<file path="config.mk">
export PLATFORM = sky130hd
export DESIGN_NAME = rgmii_txclk_gen
export DESIGN_NICKNAME = d
export VERILOG_FILES = /design/src/rtl/txclk_pkg.sv /design/src/rtl/txclk_src_sel.sv /design/src/rtl/txclk_div_half.sv /design/src/rtl/txclk_gate.sv /design/src/rtl/txclk_phase.sv /design/src/rtl/rgmii_txclk_gen.sv
export SDC_FILE = /design/constraint.sdc
export NUM_CORES = 1
export LEC_CHECK = 0
export BUFFER_PORTS_ARGS = -buffer_cell sky130_fd_sc_hd__buf_2
export CORE_MARGIN = 2
export CORE_UTILIZATION = 46
export CTS_CLUSTER_SIZE = 16
export DETAILED_ROUTE_END_ITERATION = 10
export HOLD_SLACK_MARGIN = 0.05
export PLACE_DENSITY = 0.71
export SLEW_MARGIN = 20
export SYNTH_ARGS = -nofsm -noshare
export SYNTH_HDL_FRONTEND = slang
export SYNTH_SLANG_ARGS = --single-unit
</file>
<file path="constraint.sdc">
create_clock -name clk_ref_i -period 1.6 [get_ports clk_ref_i]
set_clock_uncertainty 0.1 [all_clocks]
set_input_delay 0.08 -clock clk_ref_i [delete_from_list [all_inputs] [get_ports clk_ref_i]]
set_output_delay 0.08 -clock clk_ref_i [all_outputs]
set_load 0.05 [all_outputs]
</file>
<file path="src/rtl/txclk_pkg.sv">
package txclk_pkg;
  typedef enum logic {SRC_A = 1'b0, SRC_B = 1'b1} src_e;

  function automatic logic [7:0] eff_ratio(input logic [7:0] field);
    return (field < 8'd2) ? 8'd1 : field;
  endfunction
endpackage

</file>
<file path="src/rtl/txclk_src_sel.sv">
module txclk_src_sel #(
  parameter int SYNC_N = 2
) (
  input  logic clk,
  input  logic rst,
  input  logic src_a_i,
  input  logic src_b_i,
  input  logic sel_i,
  output logic tick_o,
  output logic cur_sel_o,
  output logic both_low_o
);
  import txclk_pkg::*;

  logic [1:0] raw;
  logic [1:0] lvl;
  logic [1:0] prev_q;
  src_e       cur_q;

  assign raw = {src_b_i, src_a_i};

  for (genvar g = 0; g < 2; g++) begin : g_sync
    logic [SYNC_N-1:0] sh_q;
    always_ff @(posedge clk) begin
      if (rst) sh_q <= '0;
      else     sh_q <= {sh_q[SYNC_N-2:0], raw[g]};
    end
    assign lvl[g] = sh_q[SYNC_N-1];
  end

  assign both_low_o = ~|lvl;

  always_ff @(posedge clk) begin
    if (rst) begin
      prev_q <= '0;
      cur_q  <= SRC_A;
    end else begin
      prev_q <= lvl;
      if ((src_e'(sel_i) != cur_q) && both_low_o) cur_q <= src_e'(sel_i);
    end
  end

  assign cur_sel_o = cur_q;
  assign tick_o    = lvl[cur_q] & ~prev_q[cur_q];
endmodule

</file>
<file path="src/rtl/txclk_div_half.sv">
module txclk_div_half #(
  parameter int DIV_W = 3
) (
  input  logic             clk,
  input  logic             rst,
  input  logic             tick_i,
  input  logic [DIV_W-1:0] div_i,
  output logic             half_o,
  output logic [DIV_W-1:0] cnt_o
);
  logic [DIV_W-1:0] lim;
  logic [DIV_W-1:0] cnt_q;
  logic             half_q;

  assign lim = (div_i < DIV_W'(2)) ? DIV_W'(1) : div_i;

  always_ff @(posedge clk) begin
    if (rst) begin
      cnt_q  <= '0;
      half_q <= 1'b0;
    end else if (tick_i) begin
      if (cnt_q >= lim - DIV_W'(1)) begin
        cnt_q  <= '0;
        half_q <= ~half_q;
      end else begin
        cnt_q <= cnt_q + DIV_W'(1);
      end
    end
  end

  assign half_o = half_q;
  assign cnt_o  = cnt_q;
endmodule

</file>
<file path="src/rtl/txclk_gate.sv">
module txclk_gate (
  input  logic clk,
  input  logic rst,
  input  logic half_i,
  input  logic en_i,
  output logic en_q_o,
  output logic gated_o
);
  logic en_q;

  always_ff @(posedge clk) begin
    if (rst)          en_q <= 1'b0;
    else if (!half_i) en_q <= en_i;
  end

  assign en_q_o  = en_q;
  assign gated_o = half_i & en_q;
endmodule

</file>
<file path="src/rtl/txclk_phase.sv">
module txclk_phase #(
  parameter int DLY_W    = 2,
  parameter int STEP_CYC = 1
) (
  input  logic             clk,
  input  logic             rst,
  input  logic             clk_in_i,
  input  logic [DLY_W-1:0] code_i,
  output logic             div_o,
  output logic             dly_o
);
  localparam int DEPTH = ((1 << DLY_W) - 1) * STEP_CYC;
  localparam int TAP_W = (DEPTH > 1) ? $clog2(DEPTH) : 1;

  logic [DEPTH-1:0] line_q;
  logic [TAP_W-1:0] tap;

  assign tap = TAP_W'(int'(code_i) * STEP_CYC - 1);

  always_ff @(posedge clk) begin
    if (rst) begin
      line_q <= '0;
      div_o  <= 1'b0;
      dly_o  <= 1'b0;
    end else begin
      line_q <= {line_q[DEPTH-2:0], clk_in_i};
      div_o  <= clk_in_i;
      if (code_i == '0) dly_o <= clk_in_i;
      else              dly_o <= line_q[tap];
    end
  end
endmodule

</file>
<file path="src/rtl/rgmii_txclk_gen.sv">
module rgmii_txclk_gen #(
  parameter int DIV_W    = 3,
  parameter int DLY_W    = 2,
  parameter int STEP_CYC = 1,
  parameter int SYNC_N   = 2
) (
  input  logic             clk_ref_i,
  input  logic             rst_i,
  input  logic             src_a_i,
  input  logic             src_b_i,
  input  logic             src_sel_i,
  input  logic [DIV_W-1:0] div_val_i,
  input  logic             gate_en_i,
  input  logic [DLY_W-1:0] dly_code_i,
  output logic             clk_div_o,
  output logic             clk_dly_o
);
  logic             tick;
  logic             src_cur;
  logic             both_low;
  logic             half;
  logic [DIV_W-1:0] cnt;
  logic             en_q;
  logic             gated;

  txclk_src_sel #(.SYNC_N(SYNC_N)) u_sel (
    .clk(clk_ref_i), .rst(rst_i), .src_a_i(src_a_i), .src_b_i(src_b_i),
    .sel_i(src_sel_i), .tick_o(tick), .cur_sel_o(src_cur), .both_low_o(both_low)
  );

  txclk_div_half #(.DIV_W(DIV_W)) u_div (
    .clk(clk_ref_i), .rst(rst_i), .tick_i(tick), .div_i(div_val_i),
    .half_o(half), .cnt_o(cnt)
  );

  txclk_gate u_gate (
    .clk(clk_ref_i), .rst(rst_i), .half_i(half), .en_i(gate_en_i),
    .en_q_o(en_q), .gated_o(gated)
  );

  txclk_phase #(.DLY_W(DLY_W), .STEP_CYC(STEP_CYC)) u_phase (
    .clk(clk_ref_i), .rst(rst_i), .clk_in_i(gated), .code_i(dly_code_i),
    .div_o(clk_div_o), .dly_o(clk_dly_o)
  );
endmodule

</file>
### Yosys cells after proc, flatten, opt, wreduce, memory -nomap -nowiden

Index checks and enable logic that the tools add are counted.

* memories: 0
* flip-flop bits (word level): 17
* input port bits: 11
* latch bits: 0
* RAM bits: 0
* bits in read-only memories: 0

* divide/modulo/power cells: 0
* reductions and logical operators: 5
* shift-type cells: 0
* $mul: 0
* equal/unequal tests: 1
* $add $sub $neg: 3
* multiplexer cells: 9
* bitwise operators: 4
* order comparisons: 4

Operator list (count)
* $mux W1: 6
* $mux W3: 2
* $add A3 B1 Y3 const B: 1
* $ge A3 B3 Y1: 1
* $lt A2 B3 Y1 const B: 1
* $lt A3 B2 Y1 const B: 1
* $sub A3 B1 Y3 const B: 1
* $and A1 B1 Y1: 2
* $bmux W1 S2: 1
* $logic_not A2 Y1: 1
* $lt A1 B2 Y1 const B: 1
* $not A1 Y1: 2
* $reduce_and A2 Y1: 1
* $reduce_or A2 Y1: 1
* $sub A2 B1 Y2 const B: 1
* $logic_and A1 B1 Y1: 1
* $logic_not A1 Y1: 1
* $ne A1 B1 Y1: 1

### Longest topological paths before layout

Gate-level depths: netlist of the first run.

* depth after elaboration: 5
* mapped depth: 9
* mapped depth without buffers: 9

### Hierarchy

A second synthesis of the first run with hierarchy kept.

* cell total of the unflattened synthesis: 70
* area, all modules: 674.4 µm²

By module, submodules not included
* txclk_div_half: cells each 31, area each 266.5 µm², times used 1
* txclk_src_sel: cells each 20, area each 214.0 µm², times used 1
* txclk_phase: cells each 15, area each 152.6 µm², times used 1
* txclk_gate: cells each 4, area each 41.3 µm², times used 1

### Least setup slack after synthesis of the first run

No wires, ideal clock.

* path type: input -> register
* from: input div_val_i[2]
* to: register u_div.cnt_q[2], in the netlist u_div.cnt_o[2]
* cell stages on the path: 9
* required time: 1.426 ns
* setup slack: -0.086 ns
* arrival time: 1.511 ns
* setup time: 0.074 ns
* cells stage by stage: nor2_1 > nor2_1 > ha_1 > xnor2_1 > ha_1 > a21o_1 > a31oi_1 > nand4b_1 > a31oi_1

* cells in the longest elaborated chain, start to end: 5

RTL lines
* start, declared: line rgmii_txclk_gen.sv:12 `input logic [DIV_W-1:0] div_val_i,`
* $lt A3 B2 Y1: line txclk_div_half.sv:15 `assign lim = (div_i < DIV_W'(2)) ? DIV_W'(1) : div_i;`
* $mux W3 *: line txclk_div_half.sv:15
* $sub A3 B1 Y3 *: line txclk_div_half.sv:22 `if (cnt_q >= lim - DIV_W'(1)) begin`
* $ge A3 B3 Y1 *: line txclk_div_half.sv:22
* $mux W3 *: line txclk_div_half.sv:22
* end signal, assigned: line txclk_div_half.sv:26 `cnt_q <= cnt_q + DIV_W'(1);`
* end, declared: line txclk_div_half.sv:12 `logic [DIV_W-1:0] cnt_q;`

Mark *: on every way between the ends. The rest lies on a longest branch, timed or not.
A chain may end at the register's enable or synchronous reset.

### Worst setup path in the final report of the first run

* from: register u_div.cnt_q[0], in the netlist u_div.cnt_o[0]
* to: register u_div.half_q, in the netlist u_div.half_o

* cells in the longest elaborated chain, start to end: 2

RTL lines
* $ge A3 B3 Y1: line txclk_div_half.sv:22
* $reduce_and A2 Y1 (no source line)
* end signal, assigned: line txclk_div_half.sv:24 `half_q <= ~half_q;`
* end, declared: line txclk_div_half.sv:13 `logic half_q;`

Every way passes these cells.

==> impl_metrics.ini, run 1 <==
[outcome]
status = finished, final reports clean

[clocking]
cts_buffers = 3
cts_tree = built
clock_path_buffers = 2
post_cts_buffers = 0
clk_pin_slew_worst_paths_ps = 90
htree_levels = 1
cts_sinks = 16
root_buffer = clkbuf_4
insertion_delay_ps = 280

[sta]
max_freq_mhz = 663
max_slew.worst_pin.slew_ps = 423
finalHoldViolations = 0
fin_ws_ps = 92.2
slew_violations = 0
finalCritPeriodShare_pct = 94.2
finalSetupViolations = 0
slew-limit-headroom_pct = 71.7
timing.hold.ws_ps = 131
fin_crit_ps = 1510

[power]
p_leak_uw = 0.000415
cellPowerDensity_nw_per_um2 = 853
clkPwrFrac_pct = 32.2
p_sw_uw = 179
netSwitchingFraction_pct = 22.5
pwr-share-seq_pct = 52.8
vdd_ir_drop_max_mv = 0.730
combPwrFrac_pct = 15.0
internal-power_uw = 616

[setup_path]
critPathLaunchType = flop
cp.buffers_inverters = 1
critPathCaptureType = flop
critical_path.max_fanout = 6
slowest_stage = dfxtp_2
crit_path_max_incr_delay_ps = 350
cp_cell_sequence = inv_1 > ha_1 > nand2b_4 > a31oi_4 > or3_1 > a21oi_1
critical_path_class = reg -> reg
crit_arrival_ps = 1620
crit_family = simple AND/OR/NAND/NOR gates
worstPathRequired_ps = 1710

[synthesis]
postSynthAreaPerCell_um2 = 9.62
ys_ff_latch = 16
async_reset_ff_share_pct = 0
synth_fp_nets = 87
synth_flop_cell = dfxtp_1
yosysWarningCount = 0
synth-edff-count = 0
synth_area_um2 = 673
synth_cells = 70
yosysSeqAreaShare_pct = 47.6
synthDistinctLibCells = 22

[hold_path]
hold_path.class = in -> reg

[place]
dp_hpwl_um = 839
port_buffers = 12
place.gp.congestion = 0.696
pre_cts_ws_ps = -215

[final_layout]
layout.nets = 114
antenna_cells = 0
final_common_cell = dfxtp_1
drive_gt1_share_pct = 31.3
final_cell_mix = 14 x dfxtp_1, 12 x buf_2, 8 x dlygate4sd3_1
syn_to_final_growth_pct = 38.5

[routing]
drc_errors = 0
drtPass1Iterations = 4
wl_per_cell_um = 10.8
wl_mm = 1.20
via_count = 553
postRouteAntennaNets = 0
drt_iter0_markers = 4
vias_per_cell = 4.98

[die]
die-area_um2 = 1790
core-area_um2 = 1330
die_w_um = 42.3
pin_count = 13
initial_core_util_pct = 50.5
placementRows = 13
die_h_um = 42.3

[global_route]
grt_pass1_wl_mm = 2.06
antenna_found_initial = 0
busiest_layer = met2
globalRouteMet1Util_pct = 18.6
grt_overflow = 0
grt_start_max_net_pins = 17
grt.met2_usage_pct = 25.2
grtUsageMet3_pct = 7.76
grt.total_usage_pct = 15.4
grt_pass1_vias = 505

[run]
max_cap_violations = 0
worst reg2reg max path: stages (launching register included):
cell and delay, ps:
dfxtp_2 350, inv_1 60, ha_1 280, nand2b_4 120, a31oi_4 100, or3_1 310, a21oi_1 120
synthesized netlist by cell type, drive strengths merged (2+ instances only):
master   n  area share [%]
dfxtp   16              48
o21ai    2             1.5
a21oi    5             3.7
nand2b   2             1.9
ha       6              11
nand2    7             3.9
a31oi    3             2.8
nand3    2             1.5
nor2b    7             6.5
nor2     5             2.8
inv      5             2.8
through the flow:
| stage | utilization [%] | setup TNS, ps | power (uW) | cell area, um^2 | cells |
|---|---|---|---|---|---|
| 2_1_floorplan | - | -39.1 | 489 | 701 | 70 |
| 3_3_place_gp | 59.8 | -599 | 521 | 798 | 99 |
| 3_5_place_dp | 59.8 | -778 | 526 | 798 | 99 |
| 4_1_cts | 68.6 | 0 | 796 | 915 | 111 |
| 5_1_grt | 69.9 | -4.05 | 843 | 932 | 111 |
| 6_report | 69.9 | 0 | 795 | 932 | 111 |
final cells by class:
cell class	count	area [um^2]
clock buffers	4	36.3
fillers	105	402
inverters	5	18.8
multi-input cells	48	373
flip-flops and latches	16	323
well taps	15	18.8
repair buffers	23	163
what timing repair did:
item	CTS	global route
endpoints found under the hold margin	10	0
endpoints found under the setup margin	0	4
hold buffers	8	0
gates resized for setup	0	4
final timing paths:
| path | from | end | slack [ps] | cells after the start |
|---|---|---|---|---|
| max | u_div.cnt_o[0] | u_div.half_o | 90 | 6 |
| min | dly_code_i[1] | u_phase.dly_o | 130 | 4 |
| min reg2reg | u_sel.g_sync[0].sh_q[0] | u_sel.g_sync[0].sh_q[1] | 350 | 1 |
| max reg2reg | u_div.cnt_o[0] | u_div.half_o | 90 | 6 |
power by group through the flow:
stage,registers [uW],logic (uW),clock network (uW)
floorplan,431,58.0,0
global placement,428,92.3,0
detailed placement,429,96.9,0
CTS,419,111,265
global route,421,133,289
finish,420,119,256
state kept, by name, indices dropped and copies added, names as in the netlist:
register           flops
u_sel.g_sync.sh_q      4
u_div.cnt_o            3
u_phase.line_q         3
u_sel.prev_q           2
u_div.half_o           1
u_gate.en_q_o          1
u_phase.dly_o          1
u_sel.cur_sel_o        1
layer usage:
metal	share of wire, %	vias up
met5	0	-
met4	0	0
met3	5.6	0
met2	48	14
met1	47	246
li1	-	293
logic make-up after synthesis:
kind of cell,after synthesis,share of synthesized area (%)
mux,1,1.67
flops,16,47.6
xor+xnor,1,1.30
simple gates,26,19.9
buf+inv,6,3.34
fa+ha+maj,6,11.2
compound gates,14,15.1
Power figures use the tool's default switching activity.
==> run 2, diff against run 1 <==
Settings changed: GPL_TIMING_DRIVEN set to 0, SYNTH_HIERARCHICAL set to 1.
==> impl_metrics.ini, run 2 <==
[routing]
via_count = 544
wl_mm = 1.23
vias_per_cell = 5.04
drc_errors = 0
postRouteAntennaNets = 0
drtPass1Iterations = 4
wl_per_cell_um = 11.3
drt_iter0_markers = 12

[setup_path]
slowest_stage = or3_1
critPathCaptureType = flop
cp_cell_sequence = buf_2 > nor2_2 > nor2_2 > ha_2 > xnor2_2 > ha_4 > a21o_1 > a31oi_4 > or3_1 > a21oi_2
cpMostUsedCell = nor2_2
critical_path.max_fanout = 6
worstPathRequired_ps = 1720
critPathLaunchType = input port
crit_arrival_ps = 1650
r2r_slack_ps = 90
crit_path_max_incr_delay_ps = 340
critical_path_class = in -> reg

[sta]
rsz0062_at_grt = false
finalCritPeriodShare_pct = 95.4
max_freq_mhz = 655
slew-limit-headroom_pct = 74.5
slew_violations = 0
fin_crit_ps = 1530
finalSetupViolations = 0
max_slew.worst_pin.slew_ps = 373
finalHoldViolations = 0

[clocking]
htree_levels = 1
cts_tree = built
clk_pin_slew_worst_paths_ps = 80
clock_path_buffers = 2
cts_buffers = 3
cts_sinks = 16
root_buffer = clkbuf_4
insertion_delay_ps = 280

[final_layout]
syn_to_final_growth_pct = 39.2
largest_reg_flops = 4
fillers = 107
final_common_cell = dfxtp_1
drive_gt1_share_pct = 30.1
top_register = u_sel/g_sync.sh_q
layout.nets = 111
stdcell_area_um2 = 933
final_cell_mix = 15 x dfxtp_1, 12 x buf_2, 8 x dlygate4sd3_1, 8 x nor2b_1, 6 x inv_1
fin_util_pct = 70.0
antenna_cells = 0

[die]
pin_count = 13
placementRows = 13
core-area_um2 = 1330
die_h_um = 42.2
die-area_um2 = 1780
initial_core_util_pct = 50.3
die_w_um = 42.2

[power]
cellPowerDensity_nw_per_um2 = 848
vdd_ir_drop_max_mv = 0.759
power.total_uw = 792
p_leak_uw = 0.000397

[synthesis]
synth_cells = 69
synth_area_um2 = 671
synth_fp_nets = 86
yosysWarningCount = 6
postSynthAreaPerCell_um2 = 9.72

[place]
place_area_um2 = 763
port_buffers = 12
dp_hpwl_um = 787
place.gp.congestion = 0.639

[global_route]
grt_pass1_vias = 472
grt_pass1_wl_mm = 1.84
grt_overflow = 0
grt_start_max_net_pins = 17
grt.total_usage_pct = 14.2
antenna_found_initial = 0

[hold_path]
hold_path.class = in -> reg

[run]
max_cap_violations = 0

[outcome]
status = finished, final reports clean
==> run 2: area by class of cell <==
cell class	instances	area, um^2	share of cell area (%)
timing repair buffer	20	140	15.0
clock buffer	4	36.3	3.89
inverter	7	26.3	2.82
multi-input combinational	46	390	41.8
tap	15	18.8	2.01
sequential	16	322	34.5
==> run 2: metal layers <==
metal  GRT usage, %  part of all wire (%)  routed length [um]  vias up
met4           5.63                  0.98                  12        0
li1               -                     -                   -      286
met3           7.76                   4.0                  49        2
met5              0                     0                   0        -
met1           13.5                    42                 518      246
met2           25.2                    53                 644       10
==> run 2: worst paths after layout <==
| check | from | to | depth (start not counted) |
|---|---|---|---|
| worst max-delay path | div_val_i[2] | u_div/half_o | 10 |
| worst min-delay path | dly_code_i[0] | u_phase/dly_o | 3 |
| worst max register to register | u_div/cnt_o[2] | u_div/cnt_o[2] | 5 |
| worst min register to register | u_sel/g_sync[1].sh_q[0] | u_sel/g_sync[1].sh_q[1] | 1 |
==> run 2: power by group <==
part / switching [uW] / leakage, uW / internal, uW
clock: 113 / 0.0000210 / 138
combinational: 56.2 / 0.000244 / 63.6
sequential: 8.60 / 0.000131 / 412
total: 178 / 0.000397 / 614
==> run 2: per-stage QoR <==
stage | setup TNS [ps] | hold WS, ps | worst slack, ps | std cells
floorplan | 0 | 46.7 | 1.66 | 69
global placement | -730 | 190 | -194 | 96
detailed placement | -874 | 194 | -230 | 96
CTS | 0 | 87.2 | 34.5 | 108
global route | 0 | 99.3 | 0.793 | 108
finish | 0 | 100 | 72.9 | 108
==> run 2: worst max-delay path, delay by kind of cell <==
family / cells / cell delay, ps
simple gates: 3 / 500
fa+ha+maj: 2 / 460
compound gates: 3 / 330
xor+xnor: 1 / 140
buf+inv: 1 / 130
==> run 2: timing repair <==
action,4_1_cts,5_1_grt
hold buffers,8,0
endpoints found under the setup margin,1,4
hold endpoints to repair,9,0
gates resized for setup,1,9
buffers inserted,0,0
pin swaps,0,2
==> run 3, diff against run 2 <==
Settings changed: CTS_BUF_LIST set to sky130_fd_sc_hd__clkbuf_16, MAX_ROUTING_LAYER set to met4.
==> impl_metrics.ini, run 3 (synthesis results as in run 2) <==
[power]
cellPowerDensity_nw_per_um2 = 1060
p_leak_uw = 0.000399
pwr-share-seq_pct = 42.2
internal-power_uw = 803
clkPwrFrac_pct = 46.4
netSwitchingFraction_pct = 19.9
p_sw_uw = 200
vdd_ir_drop_max_mv = 0.886
combPwrFrac_pct = 11.4

[outcome]
status = finished, final reports clean

[routing]
via_count = 530
vias_per_cell = 5.10
wl_per_cell_um = 11.5
drt_iter0_markers = 3
drc_errors = 0
drtPass1Iterations = 3
postRouteAntennaNets = 0
wl_mm = 1.19

[clocking]
cts_tree = built
insertion_delay_ps = 240
htree_levels = 1
cts_sinks = 16
cts_buffers = 3
root_buffer = clkbuf_16
clock_path_buffers = 2
clk_pin_slew_worst_paths_ps = 40

[die]
die_h_um = 42.2
placementRows = 13
initial_core_util_pct = 50.3
pin_count = 13
die_w_um = 42.2
die-area_um2 = 1780
core-area_um2 = 1330

[sta]
max_slew.worst_pin.slew_ps = 376
slew_violations = 0
finalSetupViolations = 0
finalHoldViolations = 0
finalSetupTns_ps = 0
max_freq_mhz = 629
fin_crit_ps = 1590
rsz0062_at_grt = true
finalCritPeriodShare_pct = 99.4
fin_ws_ps = 9.01
slew-limit-headroom_pct = 74.3

[global_route]
grt_start_max_net_pins = 17
antenna_found_initial = 0
grt_overflow = 0
grt_pass1_vias = 468
grt_pass1_wl_mm = 1.77
grt.total_usage_pct = 13.7

[setup_path]
crit_path_max_incr_delay_ps = 230
crit_arrival_ps = 1650
cp_cell_sequence = buf_4 > nor2_4 > nor2_2 > ha_2 > xnor2_2 > ha_4 > a21o_1 > a31oi_4 > nand3_1 > a21oi_1
critPathLaunchType = input port
critical_path_class = in -> reg
slowest_stage = ha_4
worstPathRequired_ps = 1660
critical_path.max_fanout = 6
critPathCaptureType = flop

[hold_path]
hold_path.class = in -> reg

[place]
pre_cts_ws_ps = -230
place.gp.congestion = 0.645
port_buffers = 12
dp_hpwl_um = 787
placed_cells = 96

[final_layout]
instances_no_fill = 104
top_register = u_sel/g_sync.sh_q
largest_reg_flops = 4
layout.nets = 107
final_cell_mix = 15 x dfxtp_1, 10 x buf_2, 8 x nor2b_1
syn_to_final_growth_pct = 40.7
final_common_cell = dfxtp_1
antenna_cells = 0
drive_gt1_share_pct = 30.3

[run]
max_cap_violations = 0
## run 3: cell count changes in the layout (fill, tap and decap cells not counted), sizes merged
cell / change
buf: +1
clkbuf: -1
clkinv: +1
dlygate4sd3: -5
## run 3: area by class of cell
class	instances	area (um^2)
Timing Repair Buffer	16	106
Multi-Input combinational cell	46	392
Clock inverter	1	3.75
Inverter	7	26.3
Tap cell	15	18.8
Fill cell	105	390
Clock buffer	3	75.1
Sequential cell	16	322
## run 3: repair_timing
item / CTS / global route
hold buffers: 3 / 0
endpoints found under the hold margin: 3 / 0
pin swaps: 0 / 10
cloned: 0 / 0
setup endpoints to repair: 1 / 4
resized for setup: 1 / 11
setup buffers: 0 / 1
## run 3: power groups by stage
stage / Clock, uW / Combinational [uW] / Sequential, uW
after CTS: 477 / 93.4 / 422
after global routing: 495 / 125 / 424
after floorplan: 0 / 52.9 / 432
after detailed placement: 0 / 86.2 / 428
after global placement: 0 / 84.0 / 428
final: 466 / 115 / 423
## run 3: stage by stage
step | cell area [um^2] | hold WS [ps] | utilization (%) | total power (uW)
finish | 943 | 78.6 | 70.7 | 1000
global route | 943 | 80.5 | 70.7 | 1040
CTS | 880 | 72.7 | 65.9 | 992
detailed placement | 763 | 194 | 57.2 | 515
global placement | 763 | 190 | 57.2 | 512
floorplan | 684 | 46.7 | - | 485
## run 3: routing by layer
layer,GRT usage [%],up-vias,part of all wire (%)
li1,-,278,-
met1,13.2,241,45
met2,24.3,9,51
met3,7.76,2,4.2
met4,1.88,0,0.42
met5,-,-,0
## run 3: final timing paths
check | start | end | cells past startpoint | slack [ps]
max | div_val_i[2] | u_div/cnt_o[1] | 10 | 9
min | rst_i | u_phase/line_q[0] | 2 | 80
max reg2reg | u_div/cnt_o[2] | u_div/cnt_o[1] | 5 | 70
min reg2reg | u_sel/g_sync[1].sh_q[0] | u_sel/g_sync[1].sh_q[1] | 1 | 340
## run 3: worst max-delay path: cells and delay by family
family | cells | cell delay [ps]
AOI/OAI and AO/OA | 3 | 580
xor gates and xnor gates | 1 | 200
adders and majority gates | 2 | 420
buffers and inverters | 1 | 130
and+or+nand+nor | 3 | 230
